--- config.mk ---
export PLATFORM = sky130hd
export DESIGN_NAME = ep_status_reg
export DESIGN_NICKNAME = d
export VERILOG_FILES = /design/src/rtl/ep_status_pkg.sv /design/src/rtl/ep_cfg_checker.sv /design/src/rtl/ep_err_flag.sv /design/src/rtl/ep_toggle_view.sv /design/src/rtl/ep_status_reg.sv
export SDC_FILE = /design/constraint.sdc
export NUM_CORES = 1
export LEC_CHECK = 0
export BUFFER_PORTS_ARGS = -buffer_cell sky130_fd_sc_hd__buf_4
export CAP_MARGIN = 20
export CORE_AREA = 2 2 39 41
export DETAILED_ROUTE_END_ITERATION = 7
export DIE_AREA = 0 0 41 43
export GPL_TIMING_DRIVEN = 0
export HOLD_SLACK_MARGIN = 0.08
export SYNTH_ARGS = -nofsm -noshare
export SYNTH_HDL_FRONTEND = slang
export SYNTH_SLANG_ARGS = --single-unit
export TNS_END_PERCENT = 50
--- constraint.sdc ---
create_clock -name clk -period 1.1 [get_ports clk]
set_clock_uncertainty 0.1 [all_clocks]
set_input_delay 0.165 -clock clk [delete_from_list [all_inputs] [get_ports clk]]
set_output_delay 0.165 -clock clk [all_outputs]
set_load 0.1 [all_outputs]
--- src/rtl/ep_status_pkg.sv ---
package ep_status_pkg;

  localparam int SIZE_CODE_W = 3;
  localparam int BYTES_W     = 8 + (1 << SIZE_CODE_W) - 1 + 1 + 1;

  // Bit positions of the status byte (software decodes these)
  localparam int BIT_CFG_OK = 7;
  localparam int BIT_OVF    = 6;
  localparam int BIT_UNF    = 5;
  localparam int BIT_RSVD   = 4;

  typedef enum logic [1:0] {
    TOG_DATA0 = 2'b00,
    TOG_DATA1 = 2'b01,
    TOG_RSV2  = 2'b10,
    TOG_RSV3  = 2'b11
  } toggle_e;

  // Bytes for one bank of the given size code
  function automatic logic [BYTES_W-1:0] bank_bytes(input logic [SIZE_CODE_W-1:0] code);
    logic [BYTES_W-1:0] one;
    one = BYTES_W'(8);
    return one << code;
  endfunction

  // Total bytes requested across all banks
  function automatic logic [BYTES_W-1:0] total_bytes(input logic [SIZE_CODE_W-1:0] code,
                                                     input logic two_banks);
    logic [BYTES_W-1:0] b;
    b = bank_bytes(code);
    return two_banks ? (b << 1) : b;
  endfunction

  function automatic logic fits_fifo(input logic [SIZE_CODE_W-1:0] code,
                                     input logic two_banks,
                                     input int   capacity);
    return int'(total_bytes(code, two_banks)) <= capacity;
  endfunction

endpackage

--- src/rtl/ep_cfg_checker.sv ---
module ep_cfg_checker
  import ep_status_pkg::*;
#(
  parameter int FIFO_BYTES = 176
) (
  input  logic                   clk,
  input  logic                   rst_n,
  input  logic                   alloc_req,
  input  logic [SIZE_CODE_W-1:0] size_code,
  input  logic                   two_banks,
  output logic                   cfg_ok,
  output logic                   fit_now
);

  assign fit_now = fits_fifo(size_code, two_banks, FIFO_BYTES);

  always_ff @(posedge clk or negedge rst_n) begin
    if (!rst_n)         cfg_ok <= 1'b0;
    else if (alloc_req) cfg_ok <= fit_now;
  end

endmodule

--- src/rtl/ep_err_flag.sv ---
module ep_err_flag (
  input  logic clk,
  input  logic rst_n,
  input  logic flush,
  input  logic hit,
  input  logic ack_clr,
  output logic flag
);

  // Priority: flush, then event, then software acknowledge
  always_ff @(posedge clk or negedge rst_n) begin
    if (!rst_n)       flag <= 1'b0;
    else if (flush)   flag <= 1'b0;
    else if (hit)     flag <= 1'b1;
    else if (ack_clr) flag <= 1'b0;
  end

endmodule

--- src/rtl/ep_toggle_view.sv ---
module ep_toggle_view
  import ep_status_pkg::*;
(
  input  logic       dir_in,
  input  logic [1:0] rx_toggle,
  input  logic [1:0] tx_toggle,
  output toggle_e    shown
);

  always_comb begin
    if (dir_in) shown = toggle_e'(tx_toggle);
    else        shown = toggle_e'(rx_toggle);
  end

endmodule

--- src/rtl/ep_status_reg.sv ---
module ep_status_reg
  import ep_status_pkg::*;
#(
  parameter int FIFO_BYTES = 176
) (
  input  logic       clk,
  input  logic       rst_n,
  input  logic       reg_wr,
  input  logic [7:0] reg_wdata,
  output logic [7:0] reg_rdata,
  input  logic [2:0] cfg_size_code,
  input  logic       cfg_two_banks,
  input  logic       cfg_iso,
  input  logic       cfg_dir_in,
  input  logic       alloc_req,
  input  logic       ep_enable,
  input  logic       cfg_reset,
  input  logic       ovf_evt,
  input  logic       unf_evt,
  input  logic       flow_err_ie,
  input  logic [1:0] rx_toggle,
  input  logic [1:0] tx_toggle,
  input  logic [1:0] busy_banks,
  output logic       ep_irq
);

  localparam int N_ERR = 2;   // index 1 = overflow, 0 = underflow

  // Named internal events (observed by the checker)
  logic             flush;
  logic             ovf_hit;
  logic             unf_hit;
  logic             cfg_ok;
  logic             fit_now;
  logic [N_ERR-1:0] err_hit;
  logic [N_ERR-1:0] err_ack;
  logic [N_ERR-1:0] err_flag;
  toggle_e          tog_shown;

  assign flush   = !ep_enable || cfg_reset;
  assign ovf_hit = ovf_evt && cfg_iso;
  assign unf_hit = unf_evt && cfg_iso;
  assign err_hit = {ovf_hit, unf_hit};
  assign err_ack = {reg_wr && !reg_wdata[BIT_OVF], reg_wr && !reg_wdata[BIT_UNF]};

  ep_cfg_checker #(.FIFO_BYTES(FIFO_BYTES)) u_cfg (
    .clk       (clk),
    .rst_n     (rst_n),
    .alloc_req (alloc_req),
    .size_code (cfg_size_code),
    .two_banks (cfg_two_banks),
    .cfg_ok    (cfg_ok),
    .fit_now   (fit_now)
  );

  for (genvar i = 0; i < N_ERR; i++) begin : g_err
    ep_err_flag u_flag (
      .clk     (clk),
      .rst_n   (rst_n),
      .flush   (flush),
      .hit     (err_hit[i]),
      .ack_clr (err_ack[i]),
      .flag    (err_flag[i])
    );
  end

  ep_toggle_view u_tog (
    .dir_in    (cfg_dir_in),
    .rx_toggle (rx_toggle),
    .tx_toggle (tx_toggle),
    .shown     (tog_shown)
  );

  always_comb begin
    reg_rdata             = '0;
    reg_rdata[BIT_CFG_OK] = cfg_ok;
    reg_rdata[BIT_OVF]    = err_flag[1];
    reg_rdata[BIT_UNF]    = err_flag[0];
    reg_rdata[BIT_RSVD]   = 1'b0;
    reg_rdata[3:2]        = tog_shown;
    reg_rdata[1:0]        = busy_banks;
  end

  assign ep_irq = flow_err_ie && (|err_flag);

endmodule

==> results.toml <==
[drt]
drt_iter0_markers = 0
drt-total-wl_um = 549
wl_per_cell_um = 7.52
route.detailed.drc = 0
avgViaCountPerCell = 3.73
drt-pass1-iter-count = 1
num_vias = 272
antenna_left = 0

[yosys]
syn_area_per_cell_um2 = 9.03
synth_top_area_cell = "dfrtp_1"
synth_nets = 52
ys_seq_elements = 3
ys_seq_area_share_pct = 36.1
netlist_area_um2 = 208
yosysUniqueCellTypes = 11
synthCells = 23
synth_top_cell_area_share_pct = 36.1
yosysWarnings = 0
synth.area.top_cells = "dfrtp_1, buf_4, mux2_2"

[timing]
max_freq_mhz = 790
final-max-slew-violation-count = 0
min_period_ns = 1.27
holdWs_ns = 0.0981
hold_viol_final = 0
setup_viol = 4
rsz0062_at_grt = "true"
finalCritPeriodShare_pct = 115
finalSetupTns_ns = -0.343
fin_ws_ns = -0.166

[power]
p_switching_mw = 0.227
ir_drop_v = 0.000342
p_leak_nw = 0.277
comb_power_share_pct = 48.6
switching_share_pct = 38.0
clockPowerShare_pct = 31.1
p_int_mw = 0.371
p_per_area_mw_per_mm2 = 1100
seqPwrFrac_pct = 20.3

[critical_path]
worstPathArrival_ns = 1.00
critPathKind = "reg -> out"
r2r_cells = 2
critPathLaunch = "g_err[0].u_flag.flag$_DFFE_PN0P_"
endpoint_kind = "primary output"
critPathRequiredTime_ns = 0.83
path_cells = "o21a_2, buf_12"
slowest_stage = "dfrtp_1"
reg2reg_from = "g_err[1].u_flag.flag$_DFFE_PN0P_"
cp_max_fo = 3
r2r_setup_slack_ns = 0.29
start_kind = "flip-flop"
r2r-end = "g_err[1].u_flag.flag$_DFFE_PN0P_"
slowest_delay_ns = 0.38

[clock_tree]
cts_made_buffers = 3
cts_root_buffer = "clkbuf_4"
ctsLongestPathBuffers = 2
clkTransAtPathRegs_ns = 0.03
cts_tree = "built"
cts.sinks = 3
insertion_delay_ns = 0.22
cts_max_level = 1

[global_route]
grt_first_pass_wirelength_um = 924
gr-total-overflow = 0
grt_use_total_pct = 7.82
grt_pass1_vias = 290
grt_max_degree = 4
grt_antenna_before_repair = 0

[layout]
drive_gt1_share_pct = 70.2
mostFrequentLayoutCells = "buf_4, buf_12, clkbuf_4, dfrtp_1"
final_common_cell = "buf_4"
fin_nets = 87
area_growth_pct = 161
diodes = 0

[place]
dp_slack_ns = 0.0282
gp_congestion = 0.556
port_buffers = 28

[floorplanning]
io_pins = 38
die_w_um = 41
fp-row-count = 14
coreArea_mm2 = 0.00138
start_util_pct = 15.0
die_y_um = 43
die_area_mm2 = 0.00176

[run]
drv_cap = 0

[run_status]
violations = "setup timing"
status = "finished with violations"

[hold_path]
hold_class = "in -> reg"
min_from = "unf_evt"
min_path_cells = 3
hold_end = "g_err[0].u_flag.flag$_DFFE_PN0P_"
flip-flops by register name (all words and copies together), names as in the netlist:
signal,flops
g_err.u_flag.flag,2
u_cfg.cfg_ok,1
power groups by stage:
stage | registers, mW | clock network [mW] | logic (mW)
6_report | 0.121 | 0.186 | 0.290
4_1_cts | 0.121 | 0.191 | 0.292
3_5_place_dp | 0.122 | 0 | 0.260
3_3_place_gp | 0.122 | 0 | 0.258
2_1_floorplan | 0.121 | 0 | 0.178
5_1_grt | 0.122 | 0.204 | 0.302
synth_stat cells:
cell type / n
dfrtp_1: 3
o21a_1: 2
conb_1: 1
buf_4: 6
a21oi_1: 2
nand2_1: 2
mux2_2: 2
inv_1: 1
o21ai_0: 2
o311ai_1: 1
nand2b_1: 1
final cells by class:
| type | instances | area, um2 |
|---|---|---|
| Buffer | 6 | 52.6 |
| Inverter | 1 | 3.75 |
| Multi-Input combinational cell | 13 | 85.1 |
| Sequential cell | 3 | 75.1 |
| Tap cell | 16 | 20.0 |
| Clock buffer | 4 | 26.3 |
| Fill cell | 133 | 841 |
| Timing Repair Buffer | 30 | 280 |
worst max-delay path by stage:
stage	endpoint	slack [ns]	cells after the start
2_1_floorplan	ep_irq	0.03	1
3_3_place_gp	reg_rdata[2]	0.02	3
3_5_place_dp	reg_rdata[2]	0.03	3
4_1_cts	ep_irq	-0.17	2
5_1_grt	ep_irq	-0.20	2
6_report	ep_irq	-0.17	2
critical path: cells and delay by family (launching register included):
family | cells | cell delay, ns
buf+inv | 1 | 0.16
flops | 1 | 0.38
compound gates | 1 | 0.23
kinds of logic (layout without fill, tap and decap cells):
logic type / after synthesis / count (layout) / share of synthesized area, %
compound gates: 7 / 7 / 21.1
other cells: 1 / 1 / 1.81
mux: 2 / 2 / 10.8
buf+inv: 7 / 41 / 23.5
flops: 3 / 3 / 36.1
simple gates: 3 / 3 / 6.63
layer usage:
layer | up-vias | share of wire (%) | track usage (%)
met2 | 7 | 69 | 14.7
li1 | 139 | - | -
met5 | - | 0 | 0
met1 | 126 | 26 | 5.13
met3 | 0 | 4.7 | 1.57
met4 | 0 | 0 | 8.00
what timing repair did:
action | 4_1_cts | 5_1_grt
hold buffers | 2 | 0
hold endpoints to repair | 4 | 0
pin swaps | 1 | 0
setup endpoints to repair | 4 | 4
resized for setup | 14 | 0
setup buffers | 0 | 0
stage by stage:
step                std cells  instance area (um2)  total power, mW  util, %
global route               73                  543            0.628     39.2
floorplan                  23                  209            0.298        -
CTS                        73                  543            0.604     39.2
finish                     73                  543            0.598     39.2
global placement           67                  439            0.380     31.7
detailed placement         67                  439            0.382     31.7
Power figures use the tool's default switching activity.
